$ cat src/rtl/clk_pr_pkg.sv
package clk_pr_pkg;
  typedef enum logic [1:0] {
    ACT_NONE      = 2'd0,
    ACT_FREE      = 2'd1,
    ACT_WRITEBACK = 2'd2
  } reclaim_act_t;
endpackage

$ cat src/rtl/clk_pr_fifo.sv
module clk_pr_fifo #(
  parameter int W     = 6,
  parameter int DEPTH = 8
) (
  input  logic         clk,
  input  logic         rst,
  input  logic         push,
  input  logic [W-1:0] push_data,
  input  logic         pop,
  output logic [W-1:0] head,
  output logic         full,
  output logic         empty
);
  localparam int AW = $clog2(DEPTH);

  logic [W-1:0] mem [DEPTH];
  logic [AW-1:0] rd_ptr, wr_ptr;
  logic [AW:0]   count;

  assign full  = (count == (AW+1)'(DEPTH));
  assign empty = (count == '0);
  assign head  = mem[rd_ptr];

  always_ff @(posedge clk) begin
    if (rst) begin
      rd_ptr <= '0;
      wr_ptr <= '0;
      count  <= '0;
    end else begin
      if (push) begin
        mem[wr_ptr] <= push_data;
        wr_ptr      <= wr_ptr + 1'b1;
      end
      if (pop) rd_ptr <= rd_ptr + 1'b1;
      if (push && !pop)      count <= count + 1'b1;
      else if (pop && !push) count <= count - 1'b1;
    end
  end

  // the sweep must never push into a full list
  a_r6_no_overflow: assert property (@(posedge clk) disable iff (rst) push |-> !full);
  // a grant is only taken from a non-empty list
  a_r7_no_underflow: assert property (@(posedge clk) disable iff (rst) pop |-> !empty);
endmodule

$ cat src/rtl/clk_pr_frame_bits.sv
module clk_pr_frame_bits #(
  parameter int FRAMES = 64,
  localparam int FW    = $clog2(FRAMES)
) (
  input  logic          clk,
  input  logic          rst,
  input  logic          ref_v,
  input  logic [FW-1:0] ref_f,
  input  logic          ref_w,
  input  logic          clr_v,
  input  logic [FW-1:0] clr_f,
  input  logic          mark_v,
  input  logic [FW-1:0] mark_f,
  input  logic          wbd_v,
  input  logic [FW-1:0] wbd_f,
  input  logic          grant_v,
  input  logic [FW-1:0] grant_f,
  output logic [FRAMES-1:0] used,
  output logic [FRAMES-1:0] dirty,
  output logic [FRAMES-1:0] pend
);
  for (genvar i = 0; i < FRAMES; i++) begin : g_frame
    localparam logic [FW-1:0] ID = FW'(i);
    logic hit_ref, hit_clr, hit_mark, hit_wbd, hit_grant;
    assign hit_ref   = ref_v   && (ref_f   == ID);
    assign hit_clr   = clr_v   && (clr_f   == ID);
    assign hit_mark  = mark_v  && (mark_f  == ID);
    assign hit_wbd   = wbd_v   && (wbd_f   == ID);
    assign hit_grant = grant_v && (grant_f == ID);

    always_ff @(posedge clk) begin
      if (rst) begin
        used[i]  <= 1'b0;
        dirty[i] <= 1'b0;
        pend[i]  <= 1'b0;
      end else begin
        if (hit_ref)                     used[i] <= 1'b1;
        else if (hit_clr || hit_grant)   used[i] <= 1'b0;
        if (hit_ref && ref_w)            dirty[i] <= 1'b1;
        else if (hit_wbd || hit_grant)   dirty[i] <= 1'b0;
        if (hit_mark)                    pend[i] <= 1'b1;
        else if (hit_grant)              pend[i] <= 1'b0;
      end
    end
  end

  // a reference always leaves the frame marked used
  a_r1_ref_sets_used: assert property (@(posedge clk) disable iff (rst)
    ref_v |=> used[$past(ref_f)]);
  // a write always leaves the frame marked modified
  a_r2_write_sets_dirty: assert property (@(posedge clk) disable iff (rst)
    (ref_v && ref_w) |=> dirty[$past(ref_f)]);
  // a frame already pending is never reclaimed a second time
  a_r4_no_double_reclaim: assert property (@(posedge clk) disable iff (rst)
    mark_v |-> !pend[mark_f]);
endmodule

$ cat src/rtl/clk_pr_sweep.sv
module clk_pr_sweep
  import clk_pr_pkg::*;
#(
  parameter int FRAMES = 64,
  parameter int GAP    = 16,
  localparam int FW    = $clog2(FRAMES)
) (
  input  logic          clk,
  input  logic          rst,
  input  logic          sweep_en,
  input  logic          fifo_full,
  input  logic          lead_used,
  input  logic          lead_dirty,
  input  logic          lead_pend,
  input  logic          wb_ready,
  output logic [FW-1:0] trail,
  output logic [FW-1:0] lead,
  output logic          adv,
  output logic          push_v,
  output logic [FW-1:0] push_f,
  output logic          mark_v,
  output logic          wb_valid,
  output logic [FW-1:0] wb_frame,
  output logic          wb_done
);
  reclaim_act_t act;

  assign lead    = trail + FW'(GAP);
  assign adv     = sweep_en && !fifo_full && !wb_valid;
  assign wb_done = wb_valid && wb_ready;

  always_comb begin
    act = ACT_NONE;
    if (adv && !lead_used && !lead_pend)
      act = lead_dirty ? ACT_WRITEBACK : ACT_FREE;
  end

  assign mark_v = (act != ACT_NONE);
  assign push_v = (act == ACT_FREE) || wb_done;
  assign push_f = wb_done ? wb_frame : lead;

  always_ff @(posedge clk) begin
    if (rst) begin
      trail    <= '0;
      wb_valid <= 1'b0;
      wb_frame <= '0;
    end else begin
      if (adv) trail <= trail + 1'b1;
      if (act == ACT_WRITEBACK) begin
        wb_valid <= 1'b1;
        wb_frame <= lead;
      end else if (wb_done) begin
        wb_valid <= 1'b0;
      end
    end
  end

  // an unaccepted write-back keeps its frame number
  a_r5_wb_hold: assert property (@(posedge clk) disable iff (rst)
    (wb_valid && !wb_ready) |=> (wb_valid && $stable(wb_frame)));
  // the hands stay put while a write-back is outstanding
  a_r5_sweep_paused: assert property (@(posedge clk) disable iff (rst)
    wb_valid |=> $stable(trail));
  // the hands stay put while the free list is full
  a_r6_full_pause: assert property (@(posedge clk) disable iff (rst)
    fifo_full |=> $stable(trail));
endmodule

$ cat src/rtl/clock_page_reclaim.sv
module clock_page_reclaim #(
  parameter int FRAMES = 64,
  parameter int GAP    = 16,
  parameter int DEPTH  = 8,
  localparam int FW    = $clog2(FRAMES)
) (
  input  logic          clk,
  input  logic          rst,
  input  logic          sweep_en,
  input  logic          ref_valid,
  input  logic [FW-1:0] ref_frame,
  input  logic          ref_write,
  input  logic          fault_valid,
  output logic          fault_ready,
  output logic [FW-1:0] fault_frame,
  output logic          wb_valid,
  output logic [FW-1:0] wb_frame,
  input  logic          wb_ready
);
  logic [FRAMES-1:0] used, dirty, pend;
  logic [FW-1:0] trail, lead, push_f;
  logic adv, push_v, mark_v, wb_done, fifo_full, fifo_empty, grant;

  assign fault_ready = !fifo_empty;
  assign grant       = fault_valid && fault_ready;

  clk_pr_frame_bits #(.FRAMES(FRAMES)) u_bits (
    .clk(clk), .rst(rst),
    .ref_v(ref_valid), .ref_f(ref_frame), .ref_w(ref_write),
    .clr_v(adv), .clr_f(trail),
    .mark_v(mark_v), .mark_f(lead),
    .wbd_v(wb_done), .wbd_f(wb_frame),
    .grant_v(grant), .grant_f(fault_frame),
    .used(used), .dirty(dirty), .pend(pend)
  );

  clk_pr_sweep #(.FRAMES(FRAMES), .GAP(GAP)) u_sweep (
    .clk(clk), .rst(rst), .sweep_en(sweep_en), .fifo_full(fifo_full),
    .lead_used(used[lead]), .lead_dirty(dirty[lead]), .lead_pend(pend[lead]),
    .wb_ready(wb_ready), .trail(trail), .lead(lead), .adv(adv),
    .push_v(push_v), .push_f(push_f), .mark_v(mark_v),
    .wb_valid(wb_valid), .wb_frame(wb_frame), .wb_done(wb_done)
  );

  clk_pr_fifo #(.W(FW), .DEPTH(DEPTH)) u_free (
    .clk(clk), .rst(rst), .push(push_v), .push_data(push_f),
    .pop(grant), .head(fault_frame), .full(fifo_full), .empty(fifo_empty)
  );

  // a granted frame leaves the pending set on the next edge
  a_r7_grant_releases: assert property (@(posedge clk) disable iff (rst)
    grant |=> !pend[$past(fault_frame)]);
endmodule

$ cat config.mk
export PLATFORM = sky130hd
export DESIGN_NAME = clock_page_reclaim
export DESIGN_NICKNAME = d
export VERILOG_FILES = /design/src/rtl/clk_pr_pkg.sv /design/src/rtl/clk_pr_fifo.sv /design/src/rtl/clk_pr_frame_bits.sv /design/src/rtl/clk_pr_sweep.sv /design/src/rtl/clock_page_reclaim.sv
export SDC_FILE = /design/constraint.sdc
export NUM_CORES = 1
export LEC_CHECK = 0
export ABC_AREA = 1
export BUFFER_PORTS_ARGS = -buffer_cell sky130_fd_sc_hd__buf_2
export CORE_MARGIN = 8
export CORE_UTILIZATION = 55
export DETAILED_ROUTE_END_ITERATION = 10
export PLACE_DENSITY_LB_ADDON = 0.1
export SETUP_SLACK_MARGIN = 0.2
export SLEW_MARGIN = 10
export SYNTH_ARGS = -nofsm -noshare
export SYNTH_HDL_FRONTEND = slang
export SYNTH_SLANG_ARGS = --single-unit
$ cat constraint.sdc
create_clock -name clk -period 5.6 [get_ports clk]
set_clock_uncertainty 0.15 [all_clocks]
set_input_delay 0 -clock clk [delete_from_list [all_inputs] [get_ports clk]]
set_output_delay 0 -clock clk [all_outputs]
set_load 0.03 [all_outputs]
==> qor.txt <==
Initial DRT Pass Iterations: 8
Mux cell area share after synthesis: 0.454%
VDD IR max: 0.315 mV
Final hold violation count: 0
Sequential power share: 39.7%
Height of the die: 171 µm
Clk_lat worst skew: 0.56 ns
Class of the worst hold path: in2reg
Synth warn: 0
Placed cell area: 0.0134 mm²
Most frequent cells in the layout: 510 x nand2_1, 305 x nor2_1, 224 x nand3_1
Total Power: 5200 µW
Synth Area in Compound Gates: 13.7%
Ratio of final minimum period to clock period: 75.8%
Post-Synth XOR/XNOR Area: 0.132%
Post-Place Cells: 2179
Min Clock Period, post-route: 4.25 ns
Clock tree from TritonCTS: yes
Adder-cell share of the synthesized area: 1.38%
Final ANT Viol Nets: 0
PD cells: 359 mW/mm²
#FFs+latches synth: 266
Pin count of the biggest net entering global routing: 111
Area grow syn2layout: 9.46%
Simple-gate share of the synthesized area: 33.1%
Final core utilization: 61.5%
Core Region: 0.0235 mm²
Post-Route Setup TNS: 0 ns
WS Path Type: reg2reg
Diodes inserted: 0
Library cells used by synthesis: 38
Ports: 27
Layout cells sized above 1: 5.28%
Routability Congestion: 0.977
Row count: 56
Inserted Clock Buffers: 28
Antenna violations before repair: 1
Final nets: 1938
Startpoint types: flop
Syn avg cell area: 6.90 µm²
Max-cap viol count: 0
Average routed wire per standard cell: 21.0 µm
CP Max Fanout: 85
GR Overflow Total: 0
CTS root buf: clkbuf_16
Internal Power: 3320 µW
Power share of the combinational group: 26.2%
Starting density of the core: 56.2%
Final HPWL DP: 30600 µm
H-Tree Level Count: 1
Port bufs: 26
Leak Pwr: 0.00507 µW
RSZ-0062 raised after global routing: false
Clock Pin Slew Worst Setup and Hold Paths: 0.06 ns
CP Capture Type: flop
# clock sinks: 266
Die width: 171 µm
Clock Power Share: 34.1%
Max frequency: 235 MHz
Synth Instances: 1918
DRC viols: 0
Post-Syn Area: 0.0132 mm²
Worst EP required: 5.90 ns
Sequential area share after synthesis: 43.9%
Die footprint: 0.0293 mm²
Status: finished clean
Cell area after layout: 0.0145 mm²
Longest Clk Path Bufs: 3
CP Data Arrival Time: 4.55 ns
Vias: 13700
Post-Route WL: 47200 µm
Syn Nets: 1945
Vias in the first global route: 12400
Max-slew headroom: 17.4%
PostCTS Resize Cnt: 0
First-pass GRT wire length: 72400 µm
GRT Overall Usage: 31.9%
Slew Limit Fails: 0
Largest family of logic cells by synthesized area: simple AND/OR/NAND/NOR gates
Most common cell after layout, fill and taps aside: nand2_1
Post-route insts no fill: 2250
Measured slew at the worst slew-check pin: 1.24 ns
Drt initial violations: 2118
Vias/cell: 6.10
Finish-stage setup viols: 0
Sw Pwr: 1890 µW
Sw Share: 36.3%
-- cell usage after synthesis, drive strengths merged --
master / number / area share, %
nor3: 12 / 0.49
o211ai: 28 / 1.6
o21ai: 57 / 2.2
clkbuf: 61 / 1.7
edfxtp: 48 / 11
buf: 38 / 1.9
o22ai: 6 / 0.28
a211oi: 1 / 0.057
clkinv: 3 / 0.095
nand3b: 3 / 0.17
nand4: 3 / 0.14
inv: 127 / 3.6
a31oi: 54 / 2.6
o32ai: 1 / 0.066
dfxtp: 218 / 33
xor2: 2 / 0.13
nand2: 512 / 15
fa: 1 / 0.15
o21a: 1 / 0.057
nand3: 225 / 8.5
mux2i: 6 / 0.45
ha: 13 / 1.2
nor2: 312 / 9.1
or2: 1 / 0.047
a21oi: 184 / 7.0
and3: 1 / 0.047
-- stage by stage --
stage	hold WS, ns	worst slack [ns]
floorplan	0.0677	2.37
global placement	0.270	1.52
detailed placement	0.271	1.49
CTS	0.0138	1.48
global route	0.0593	1.02
finish	0.0318	1.35
-- state kept, by name, summed over array words and instances (netlist names), named ones only --
name,flops
u_bits.dirty,64
u_bits.pend,64
u_bits.used,64
u_free.mem,48
u_sweep.trail,6
u_sweep.wb_frame,6
u_free.count,4
u_free.rd_ptr,3
u_free.wr_ptr,3
u_sweep.wb_valid,1
-- final timing paths --
path	cells after the start	start	endpoint	slack [ns]
max	21	u_sweep.trail[0]	u_free.count[3]	1.35
min	4	ref_write	u_bits.dirty[40]	0.03
max reg2reg	21	u_sweep.trail[0]	u_free.count[3]	1.35
min reg2reg	2	u_bits.pend[43]	u_bits.pend[43]	0.32
-- logic make-up after synthesis --
group                    count (synthesis)
multiplexers                             6
XOR/XNOR                                 2
buffers and inverters                  229
flip-flops                             266
AND/OR/NAND/NOR                       1069
AO/OA/AOI/OAI                          332
adder cells (fa/ha/maj)                 14
-- power by group through the flow --
stage                     combinational (µW)  clock, µW  sequential (µW)
final                                   1360       1770             2070
after global routing                    1460       1860             2070
after CTS                               1320       1790             2070
after detailed placement                1310          0             2110
after global placement                  1290          0             2110
after floorplan                          929          0             2100
-- routing by layer --
metal | vias up | GRT usage [%] | routed length [µm]
met5 | - | 0 | 13
li1 | 6324 | - | -
met4 | 2 | 14.6 | 2360
met2 | 905 | 47.2 | 19800
met1 | 6329 | 43.7 | 19000
met3 | 175 | 7.24 | 6100
-- final cells by class --
type	instances	area (µm²)
clock buffer	45	818
clock inverter	5	50.0
fill	2255	9060
inverter	130	489
multi-input combinational	1423	6460
sequential	266	5810
tap	319	399
timing repair buffer	62	459
-- timing repair --
action | in CTS | in global routing
setup buffers | 0 | 0
endpoints found under the hold margin | 129 | 0
hold buffers | 21 | 0
-- worst max-delay path: stages, from the launching register on --
cell and delay (ns):
dfxtp_2 0.33, buf_4 0.72, nand2_1 0.15, nand3_1 0.12, nand2_1 0.05, nand2_1 0.05
nand2_1 0.08, nor2_1 0.15, nand3_1 0.09, nand3_1 0.11, nand4_1 0.32, nand2_2 0.22
ha_1 0.21, inv_1 0.10, ha_1 0.35, and3_1 0.18, a211oi_1 0.24, nor2_1 0.07
nor2_1 0.09, nand2_1 0.07, o21ai_0 0.18, a21oi_1 0.05
Power figures use the tool's default switching activity.
